[src/rtl/nfc_pkg.sv]
package nfc_pkg;

  typedef enum logic [1:0] {
    TAG_CMD  = 2'd0,
    TAG_ADDR = 2'd1,
    TAG_DWR  = 2'd2,
    TAG_DRD  = 2'd3
  } cyc_tag_e;

  localparam logic [3:0] OFS_CTRL   = 4'd0;
  localparam logic [3:0] OFS_STAT   = 4'd1;
  localparam logic [3:0] OFS_ISTAT  = 4'd2;
  localparam logic [3:0] OFS_IMASK  = 4'd3;
  localparam logic [3:0] OFS_RDWORD = 4'd8;
  localparam logic [3:0] OFS_RSTCTL = 4'd9;
  localparam logic [3:0] OFS_PGCTL  = 4'd10;

  localparam int NFLAGS = 5;

  localparam int EV_NBUSY = 0;
  localparam int EV_OVF   = 1;
  localparam int EV_DRAIN = 2;
  localparam int EV_RDRDY = 3;
  localparam int EV_WRDONE = 4;

  // the four push offsets occupy 4..7, the low two bits give the tag
  function automatic logic is_push_ofs(input logic [3:0] a);
    return a[3:2] == 2'b01;
  endfunction

  function automatic logic any_masked(input logic [NFLAGS-1:0] f,
                                      input logic [NFLAGS-1:0] m);
    return |(f & m);
  endfunction

  function automatic logic at_capacity(input int unsigned cnt,
                                       input int unsigned depth);
    return cnt >= depth;
  endfunction

endpackage

[src/rtl/nfc_wbuf.sv]
module nfc_wbuf #(
  parameter int DEPTH = 4,
  parameter int DW    = 16,
  localparam int AW   = (DEPTH > 1) ? $clog2(DEPTH) : 1,
  localparam int CW   = $clog2(DEPTH + 1)
) (
  input  logic          clk,
  input  logic          rst_n,
  input  logic          push,
  input  logic [1:0]    push_tag,
  input  logic [DW-1:0] push_data,
  input  logic          pop,
  output logic          head_valid,
  output logic [1:0]    head_tag,
  output logic [DW-1:0] head_data,
  output logic          full,
  output logic          empty,
  output logic [CW-1:0] count,
  output logic          ovf,
  output logic          drained
);
  import nfc_pkg::*;

  logic [1:0]    tag_mem  [DEPTH];
  logic [DW-1:0] data_mem [DEPTH];
  logic [AW-1:0] wp, rp;
  logic          do_push, do_pop;

  function automatic logic [AW-1:0] wrap_inc(input logic [AW-1:0] p);
    return (p == AW'(DEPTH - 1)) ? '0 : p + 1'b1;
  endfunction

  assign full    = at_capacity(32'(count), DEPTH);
  assign empty   = (count == '0);
  assign do_push = push & ~full;
  assign do_pop  = pop & ~empty;
  assign ovf     = push & full;
  assign drained = do_pop & ~do_push & (count == CW'(1));

  assign head_valid = ~empty;
  assign head_tag   = tag_mem[rp];
  assign head_data  = data_mem[rp];

  always_ff @(posedge clk) begin
    if (do_push) begin
      tag_mem[wp]  <= push_tag;
      data_mem[wp] <= push_data;
    end
  end

  always_ff @(posedge clk or negedge rst_n) begin
    if (!rst_n) begin
      wp    <= '0;
      rp    <= '0;
      count <= '0;
    end else begin
      if (do_push) wp <= wrap_inc(wp);
      if (do_pop)  rp <= wrap_inc(rp);
      count <= count + CW'(do_push) - CW'(do_pop);
    end
  end

endmodule

[src/rtl/nfc_irq.sv]
module nfc_irq #(
  parameter int NF = 5
) (
  input  logic          clk,
  input  logic          rst_n,
  input  logic [NF-1:0] set_ev,
  input  logic          clr_we,
  input  logic [NF-1:0] clr_bits,
  input  logic          mask_we,
  input  logic [NF-1:0] mask_wdata,
  output logic [NF-1:0] flags,
  output logic [NF-1:0] mask,
  output logic          irq
);
  import nfc_pkg::*;

  logic [NF-1:0] clr_eff;

  assign clr_eff = clr_we ? clr_bits : '0;

  generate
    for (genvar i = 0; i < NF; i++) begin : g_flag
      always_ff @(posedge clk or negedge rst_n) begin
        if (!rst_n)         flags[i] <= 1'b0;
        else if (set_ev[i]) flags[i] <= 1'b1;
        else if (clr_eff[i]) flags[i] <= 1'b0;
      end
    end
  endgenerate

  always_ff @(posedge clk or negedge rst_n) begin
    if (!rst_n)       mask <= '0;
    else if (mask_we) mask <= mask_wdata;
  end

  assign irq = any_masked(flags, mask);

endmodule

[src/rtl/nfc_rstseq.sv]
module nfc_rstseq #(
  parameter int CYCLES = 4,
  localparam int CNTW  = $clog2(CYCLES) + 1
) (
  input  logic clk,
  input  logic rst_n,
  input  logic start,
  output logic busy
);
  logic [CNTW-1:0] left;

  always_ff @(posedge clk or negedge rst_n) begin
    if (!rst_n) begin
      busy <= 1'b0;
      left <= '0;
    end else if (busy) begin
      if (left == '0) busy <= 1'b0;
      else            left <= left - 1'b1;
    end else if (start) begin
      busy <= 1'b1;
      left <= CNTW'(CYCLES - 1);
    end
  end

endmodule

[src/rtl/nfc_host_regs.sv]
module nfc_host_regs #(
  parameter int DEPTH      = 4,
  parameter int RST_CYCLES = 4,
  localparam int DW        = 16,
  localparam int CW        = $clog2(DEPTH + 1)
) (
  input  logic          clk,
  input  logic          rst_n,
  input  logic          host_wr,
  input  logic [3:0]    host_addr,
  input  logic [DW-1:0] host_wdata,
  output logic [DW-1:0] host_rdata,
  output logic          irq,
  input  logic          dev_rdy,
  output logic          cyc_valid,
  output logic [1:0]    cyc_tag,
  output logic [DW-1:0] cyc_data,
  input  logic          cyc_pop,
  input  logic          rd_valid,
  input  logic [DW-1:0] rd_word,
  output logic          pg_rd_go,
  output logic          pg_wr_go,
  input  logic          pg_rd_done,
  input  logic          pg_wr_done,
  output logic          ecc_clr,
  output logic          cfg_page512,
  output logic          cfg_wide,
  output logic [3:0]    cfg_rd_dly,
  output logic [3:0]    cfg_wr_dly
);
  import nfc_pkg::*;

  // named internal events, also observed by the checker
  logic              push_req;
  logic              wb_full, wb_empty;
  logic [CW-1:0]     wb_count;
  logic              ovf_ev, drain_ev;
  logic              nbusy_ev, wrdone_ev;
  logic              dev_q;
  logic              rst_start, rst_busy;
  logic              pg_we;
  logic              rd_pend, wr_pend;
  logic              istat_we;
  logic [NFLAGS-1:0] irq_flags, irq_mask, set_ev;
  logic [DW-1:0]     rd_hold;
  logic [11:0]       ctrl_q;

  assign push_req  = host_wr & is_push_ofs(host_addr);
  assign istat_we  = host_wr & (host_addr == OFS_ISTAT);
  assign pg_we     = host_wr & (host_addr == OFS_PGCTL);
  assign rst_start = host_wr & (host_addr == OFS_RSTCTL) & host_wdata[0];

  nfc_wbuf #(.DEPTH(DEPTH), .DW(DW)) u_wbuf (
    .clk        (clk),
    .rst_n      (rst_n),
    .push       (push_req),
    .push_tag   (host_addr[1:0]),
    .push_data  (host_wdata),
    .pop        (cyc_pop),
    .head_valid (cyc_valid),
    .head_tag   (cyc_tag),
    .head_data  (cyc_data),
    .full       (wb_full),
    .empty      (wb_empty),
    .count      (wb_count),
    .ovf        (ovf_ev),
    .drained    (drain_ev)
  );

  // ready/busy sampling and page bookkeeping
  always_ff @(posedge clk or negedge rst_n) begin
    if (!rst_n) begin
      dev_q    <= 1'b0;
      rd_pend  <= 1'b0;
      wr_pend  <= 1'b0;
      pg_rd_go <= 1'b0;
      pg_wr_go <= 1'b0;
    end else begin
      dev_q    <= dev_rdy;
      pg_rd_go <= pg_we & host_wdata[0];
      pg_wr_go <= pg_we & host_wdata[1];
      if (pg_we & host_wdata[0]) rd_pend <= 1'b1;
      else if (pg_rd_done)       rd_pend <= 1'b0;
      if (pg_we & host_wdata[1]) wr_pend <= 1'b1;
      else if (pg_wr_done)       wr_pend <= 1'b0;
    end
  end

  assign nbusy_ev  = dev_rdy & ~dev_q;
  assign wrdone_ev = pg_wr_done & wr_pend;

  always_comb begin
    set_ev             = '0;
    set_ev[EV_NBUSY]   = nbusy_ev;
    set_ev[EV_OVF]     = ovf_ev;
    set_ev[EV_DRAIN]   = drain_ev;
    set_ev[EV_RDRDY]   = rd_valid;
    set_ev[EV_WRDONE]  = wrdone_ev;
  end

  nfc_irq #(.NF(NFLAGS)) u_irq (
    .clk        (clk),
    .rst_n      (rst_n),
    .set_ev     (set_ev),
    .clr_we     (istat_we),
    .clr_bits   (host_wdata[NFLAGS-1:0]),
    .mask_we    (host_wr & (host_addr == OFS_IMASK)),
    .mask_wdata (host_wdata[NFLAGS-1:0]),
    .flags      (irq_flags),
    .mask       (irq_mask),
    .irq        (irq)
  );

  nfc_rstseq #(.CYCLES(RST_CYCLES)) u_rst (
    .clk   (clk),
    .rst_n (rst_n),
    .start (rst_start),
    .busy  (rst_busy)
  );

  assign ecc_clr = rst_busy;

  // read word capture and configuration register
  always_ff @(posedge clk or negedge rst_n) begin
    if (!rst_n) begin
      rd_hold <= '0;
      ctrl_q  <= 12'h001;
    end else begin
      if (rd_valid) rd_hold <= rd_word;
      if (host_wr && host_addr == OFS_CTRL)
        ctrl_q <= {host_wdata[11:4], 2'b00, host_wdata[1:0]};
    end
  end

  assign cfg_page512 = ctrl_q[0];
  assign cfg_wide    = ctrl_q[1];
  assign cfg_rd_dly  = ctrl_q[7:4];
  assign cfg_wr_dly  = ctrl_q[11:8];

  always_comb begin
    host_rdata = '0;
    case (host_addr)
      OFS_CTRL:   host_rdata = {4'h0, ctrl_q};
      OFS_STAT:   host_rdata = {11'h0, wb_empty, rd_pend, wr_pend, wb_full, dev_q};
      OFS_ISTAT:  host_rdata = {11'h0, irq_flags};
      OFS_IMASK:  host_rdata = {11'h0, irq_mask};
      OFS_RDWORD: host_rdata = rd_hold;
      OFS_RSTCTL: host_rdata = {15'h0, rst_busy};
      default:    host_rdata = '0;
    endcase
  end

endmodule

[config.mk]
export PLATFORM = sky130hd
export DESIGN_NAME = nfc_host_regs
export DESIGN_NICKNAME = d
export VERILOG_FILES = /design/src/rtl/nfc_pkg.sv /design/src/rtl/nfc_wbuf.sv /design/src/rtl/nfc_irq.sv /design/src/rtl/nfc_rstseq.sv /design/src/rtl/nfc_host_regs.sv
export SDC_FILE = /design/constraint.sdc
export NUM_CORES = 1
export LEC_CHECK = 0
export CAP_MARGIN = 20
export CORE_MARGIN = 4
export CORE_UTILIZATION = 30
export DETAILED_ROUTE_END_ITERATION = 6
export DONT_BUFFER_PORTS = 1
export PLACE_DENSITY_LB_ADDON = 0.3
export SKIP_CTS_REPAIR_TIMING = 1
export SLEW_MARGIN = 15
export SYNTH_ARGS = -nofsm -noshare
export SYNTH_HDL_FRONTEND = slang
export SYNTH_HIERARCHICAL = 1
export SYNTH_SLANG_ARGS = --single-unit
[constraint.sdc]
create_clock -name clk -period 1.9 [get_ports clk]
set_input_delay 0.285 -clock clk [delete_from_list [all_inputs] [get_ports clk]]
set_output_delay 0.285 -clock clk [all_outputs]
set_load 0.01 [all_outputs]
# Word-level counts from Yosys, hierarchy flattened
# Memories as Yosys holds them, arrays and structs flattened.
# Cells that the tools add are included.
# totals
reg_bits	52
latchBits	0
mem_bits_rw	72
romBits	0
output_inout_bits	49
wordCells	97
n_memories	2
# classes
add_sub_neg	5
n_mul	0
div_mod_pow	0
order_cmp	1
eq_ne	11
n_shift	0
mux	26
bitwise	20
reduce_logical	14
# memory_table
name	words	word_bits	read_ports	rd_clocked_by_memory_dff	write_ports	line	rtl
u_wbuf.data_mem	4	16	1	0	1	nfc_wbuf.sv:25	logic [DW-1:0] data_mem [DEPTH];
u_wbuf.tag_mem	4	2	1	0	1	nfc_wbuf.sv:24	logic [1:0] tag_mem [DEPTH];
# ops
op	n
$pmux 16 s6	1
$mux 1	19
$reduce_bool 2->1	8
$and 1x1->1	15
$eq 4x4->1 const B	3
$mux 3	3
$eq 4x2->1 const B	2
$logic_not 3->1	2
$and 5x5->5	1
$mux 5	1
$reduce_or 5->1	1
$add 2x1->2 const B	2
$eq 2x2->1 const B	2
$eq 4x1->1 const B	1
$logic_not 4->1	1
$mux 2	2
$not 1->1	4
$add 3x1->3	1
$eq 3x1->1 const B	1
$ge 3x3->1 const B	1
$sub 3x1->3	1
$sub 3x1->3 const B	1
$eq 2x1->1 const B	1
$ne 2x2->1 const B	1
other kinds (2)	2

# Depth between registers and ports, before layout
# depth
ltp_word	7
ltp_mapped	11
ltp_nobuf	10

# By module
# Netlist, hierarchy kept.
# modules_own_cells
mod	instances	cells_each	area_each_um2	seq_area_each_um2
nfc_wbuf	1	136	3065.4	2337.2
nfc_host_regs	1	118	1529.0	777.0
nfc_irq	1	28	385.4	250.2
nfc_rstseq	1	20	207.7	100.1

# Worst setup path before layout
# No wires, ideal clock.
# synth_timing
path_kind	input to register
from	input port host_addr[2]
to	register u_wbuf.count[2]
setup_ps	123
t_arrival_ps	2089
required_ps	1777
path_slack_ps	-312
path_stages	11
n_path_buf	1
cell_sequence	clkbuf_1 nand2_1 nor2_1 nor2b_2 inv_1 ha_1 inv_1 ha_1 fa_1 xnor2_1 xnor2_1
# synth_via
elab_chain_len	5
# synth_lines
item	line	rtl
start, declared	nfc_host_regs.sv:10	input logic [3:0] host_addr,
$eq 2x1->1	nfc_pkg.sv:28	return a[3:2] == 2'b01;
$and 1x1->1	nfc_host_regs.sv:48	assign push_req = host_wr & is_push_ofs(host_addr);
net push_req	nfc_host_regs.sv:34	logic push_req;
$and 1x1->1	nfc_wbuf.sv:35	assign do_push = push & ~full;
$add 3x1->3	nfc_wbuf.sv:59	count <= count + CW'(do_push) - CW'(do_pop);
$sub 3x1->3	nfc_wbuf.sv:59	
end signal, assigned	nfc_wbuf.sv:59	
end, declared	nfc_wbuf.sv:18	output logic [CW-1:0] count,
# The timed path passes the listed nets, and every way through them passes these cells.
# A chain may end at the register's enable or synchronous reset.

# Worst setup path in the final report
# layout_timing
from	register u_wbuf.count[0]
to	output port host_rdata[4]
# layout_via
elab_chain_len	2
# layout_lines
item	line	rtl
$logic_not 3->1	nfc_wbuf.sv:34	assign empty = (count == '0);
net wb_empty	nfc_host_regs.sv:35	logic wb_full, wb_empty;
$pmux 16 s6	nfc_host_regs.sv:142	case (host_addr)
end, declared	nfc_host_regs.sv:12	output logic [DW-1:0] host_rdata,
# The timed path passes the listed nets, and every way through them passes these cells.

==> flow_summary_export.csv <==
group,metric,value,unit
final_layout,fill_cells,1566,
detailed_routing,dr.pass1.iters,4,
outcome,violations,"negative setup slack",
pwr,worst_ir_drop_vdd,0.0006000,V
setup_path,cp_slowest_cell,"dfrtp_1",
detailed_routing,detail_route.wl_per_cell,19.87,um
floorplan,die_w,139.5,um
place,place_area,5575,um^2
sta,worstMarginPinSlew,0.5805,ns
sta,slew_violations,0,
sta,tns,-1.119,ns
synthesis,yosysUniqueCellTypes,44,
floorplan,io_pins,93,
sta,fmax,479.2,MHz
cts,htreeDepth,4,
min_path,hp-class,"input pin to flip-flop",
detailed_routing,drcViolationCount,0,
detailed_routing,via_per_inst,4.772,
synthesis,yosysTopAreaCell,"edfxtp_1",
synthesis,ys_seq_elements,124,
synthesis,synth_nets,356,
final_layout,layout.nets,405,
outcome,status,"finished, violations left",
synthesis,yosysTopAreaCellShare,41.68,%
setup_path,cp_slowest_stage_delay,0.39,ns
synthesis,synth-main-ff-cell,"edfxtp_1",
pwr,p_per_area,1303,nW/um^2
final_layout,drive_gt1_share,32.97,%
cts,clk_pin_slew,0.06,ns
detailed_routing,postRouteAntennaNets,0,
cts,cts-root-buf,"clkbuf_16",
global_route,grt_pass1_vias,2857,
place,place_hpwl,7.882,mm
final_layout,final_cell_area,6460,um^2
sta,rsz0062_at_grt,"yes",
floorplan,start_util,30.95,%
final_layout,area_growth,24.53,%
global_route,grt_pass1_wl,17.35,mm
synthesis,yosysWarnings,6,
pwr,p_leak,2.437,nW
sta,period_minus_slack,2.087,ns
global_route,antenna_found_initial,0,
global_route,grt_max_degree,53,
global_route,grtUsageTotal,12.04,%
setup_path,critical_path_class,"flip-flop to output port",
cts,cts_buffers,17,
detailed_routing,initialDrtViolationCount,140,
synthesis,synth.most_common_cell,"edfxtp_1",
setup_path,cp_max_fo,3,
setup_path,startpoint_type,"flip-flop",
sta,finalHoldViolCount,0,
cts,cts_tree,"built",
final_layout,n_antenna_cell,0,
global_route,grt_overflow,0,
sta,setup_ws,-0.1866,ns
floorplan,fp.dieH,139.5,um
job,maxCapViolCount,0,
floorplan,die-area,19460,um^2
setup_path,required,1.62,ns
sta,slew_headroom,61.18,%
place,gp_routability_congestion,0.7655,
place,io_buffers,0,
setup_path,arrival,1.80,ns
sta,fin_crit_sh,109.8,%
sta,setup_viol,22,
sta,clock_skew,0.008150,ns
cts,clock-sinks,124,
synthesis,ys_top_cells_by_count,"edfxtp_1 (72), dfrtp_1 (51), mux2_2 (35)",
final_layout,seq_area,3466,um^2
final_layout,multiInputGateArea,1629,um^2
synthesis,synth_async_sr_flop_share,41.94,%
synthesis,synth_seq_area_share,66.79,%
place,pre_cts_ws,-0.06103,ns
synthesis,syn-cell-area,5187,um^2
floorplan,rows,47,
cts,cts_buffer_depth,2,
synthesis,syn_inst,302,
detailed_routing,wl,11.60,mm
synthesis,yosys-top-cells-area,"edfxtp_1 (42%), dfrtp_1 (25%), mux4_2 (8.7%), mux2_2 (7.6%), ha_1 (2.2%)",
synthesis,synth_edf_count,72,
setup_path,endpoint_kind,"output port",
floorplan,core-area,16760,um^2
synthesis,synth.avg_cell_area,17.18,um^2
setup_path,path_cells,"buf_4 -> or3_4 -> inv_1 -> mux4_2 -> a22o_4",
cts,clock_latency,0.41,ns
detailed_routing,vias,2787,
==> cell usage in the layout (no fill, tap or decap), drive strengths merged, types with 2 or more instances in the layout <==
cell,count
buf,21
nand2,11
dlygate4sd3,22
mux2,35
ha,9
mux4,20
nor3,3
bufinv,2
a21o,6
a21oi,3
xnor2,2
o32ai,3
nor2,6
nor2b,7
dfrtp,51
a22oi,3
edfxtp,72
clkinv,6
nor3b,2
clkbuf,23
nand3,2
inv,17
a22o,10
mux2i,4
and2,10
==> power breakdown <==
group / switching, mW / internal (mW) / leakage [nW]
sequential: 0.270 / 3.18 / 1.27
combinational: 0.919 / 1.01 / 0.899
clock: 1.09 / 1.95 / 0.272
total: 2.28 / 6.14 / 2.44
==> area by class of cell <==
cell class / count / share of cell area [%]
clock inverters: 9 / 1.549
well taps: 220 / 4.261
multi-input cells: 148 / 25.22
inverters: 17 / 0.9878
clock buffers: 23 / 7.089
repair buffers: 43 / 7.244
flip-flops and latches: 124 / 53.65
==> stage by stage <==
step | power, mW | utilization, % | std cells | hold WS (ns)
floorplan | 4.805 | - | 302 | -0.01059
global route | 8.870 | 38.54 | 584 | 0.002807
finish | 8.418 | 38.54 | 584 | 0.02381
CTS | 8.336 | 36.60 | 557 | -0.4547
global placement | 5.194 | 33.27 | 525 | -0.007518
detailed placement | 5.255 | 33.27 | 525 | -0.007774
==> per-layer routing <==
layer | routed length, um | track usage (%)
met1 | 4875 | 14.47
met2 | 5847 | 19.21
met3 | 746 | 5.386
met4 | 135 | 4.325
met5 | 0 | 0
==> logic make-up (layout without fill, tap and decap cells) <==
family	after synthesis	after routing	share of synthesized area (%)
xor gates and xnor gates	2	2	0.3377
adders and majority gates	10	10	2.557
muxes	59	59	17.05
and+or+nand+nor	47	47	5.620
DFF	124	124	66.79
AOI/OAI and AO/OA	30	30	4.921
buffers and inverters	30	92	2.725
==> registers in the layout, summed over array words and instances, names as in the netlist, 2 cells and up <==
name	flops
rd_hold	16
ctrl_q	10
u_wbuf/rp	2
u_irq/flags	5
u_wbuf/wp	2
u_rst/left	3
u_wbuf/tag_mem	8
u_wbuf/data_mem	64
u_irq/mask	5
u_wbuf/count	3
==> worst paths after layout <==
check	endpoint	cells past startpoint	startpoint	slack (ns)
worst min register to register	rd_hold[15]	1	rd_hold[15]	0.50
worst min-delay path	u_irq/mask[2]	1	host_wdata[2]	0.02
min in group asynchronous	u_irq/mask[1]	2	rst_n	0.38
max in group asynchronous	ctrl_q[0]	2	rst_n	1.25
worst max register to register	u_wbuf/count[2]	9	u_wbuf/count[0]	-0.17
worst max-delay path	host_rdata[4]	5	u_wbuf/count[0]	-0.19
==> worst max-delay path: cells and delay by family (launching register included) <==
family                 cells  cell delay, ns
flip-flops                 1            0.39
AO/OA/AOI/OAI              1            0.14
buffers and inverters      2            0.22
AND/OR/NAND/NOR            1            0.38
multiplexers               1            0.26
No activity file was read; power rests on OpenSTA's default activity.
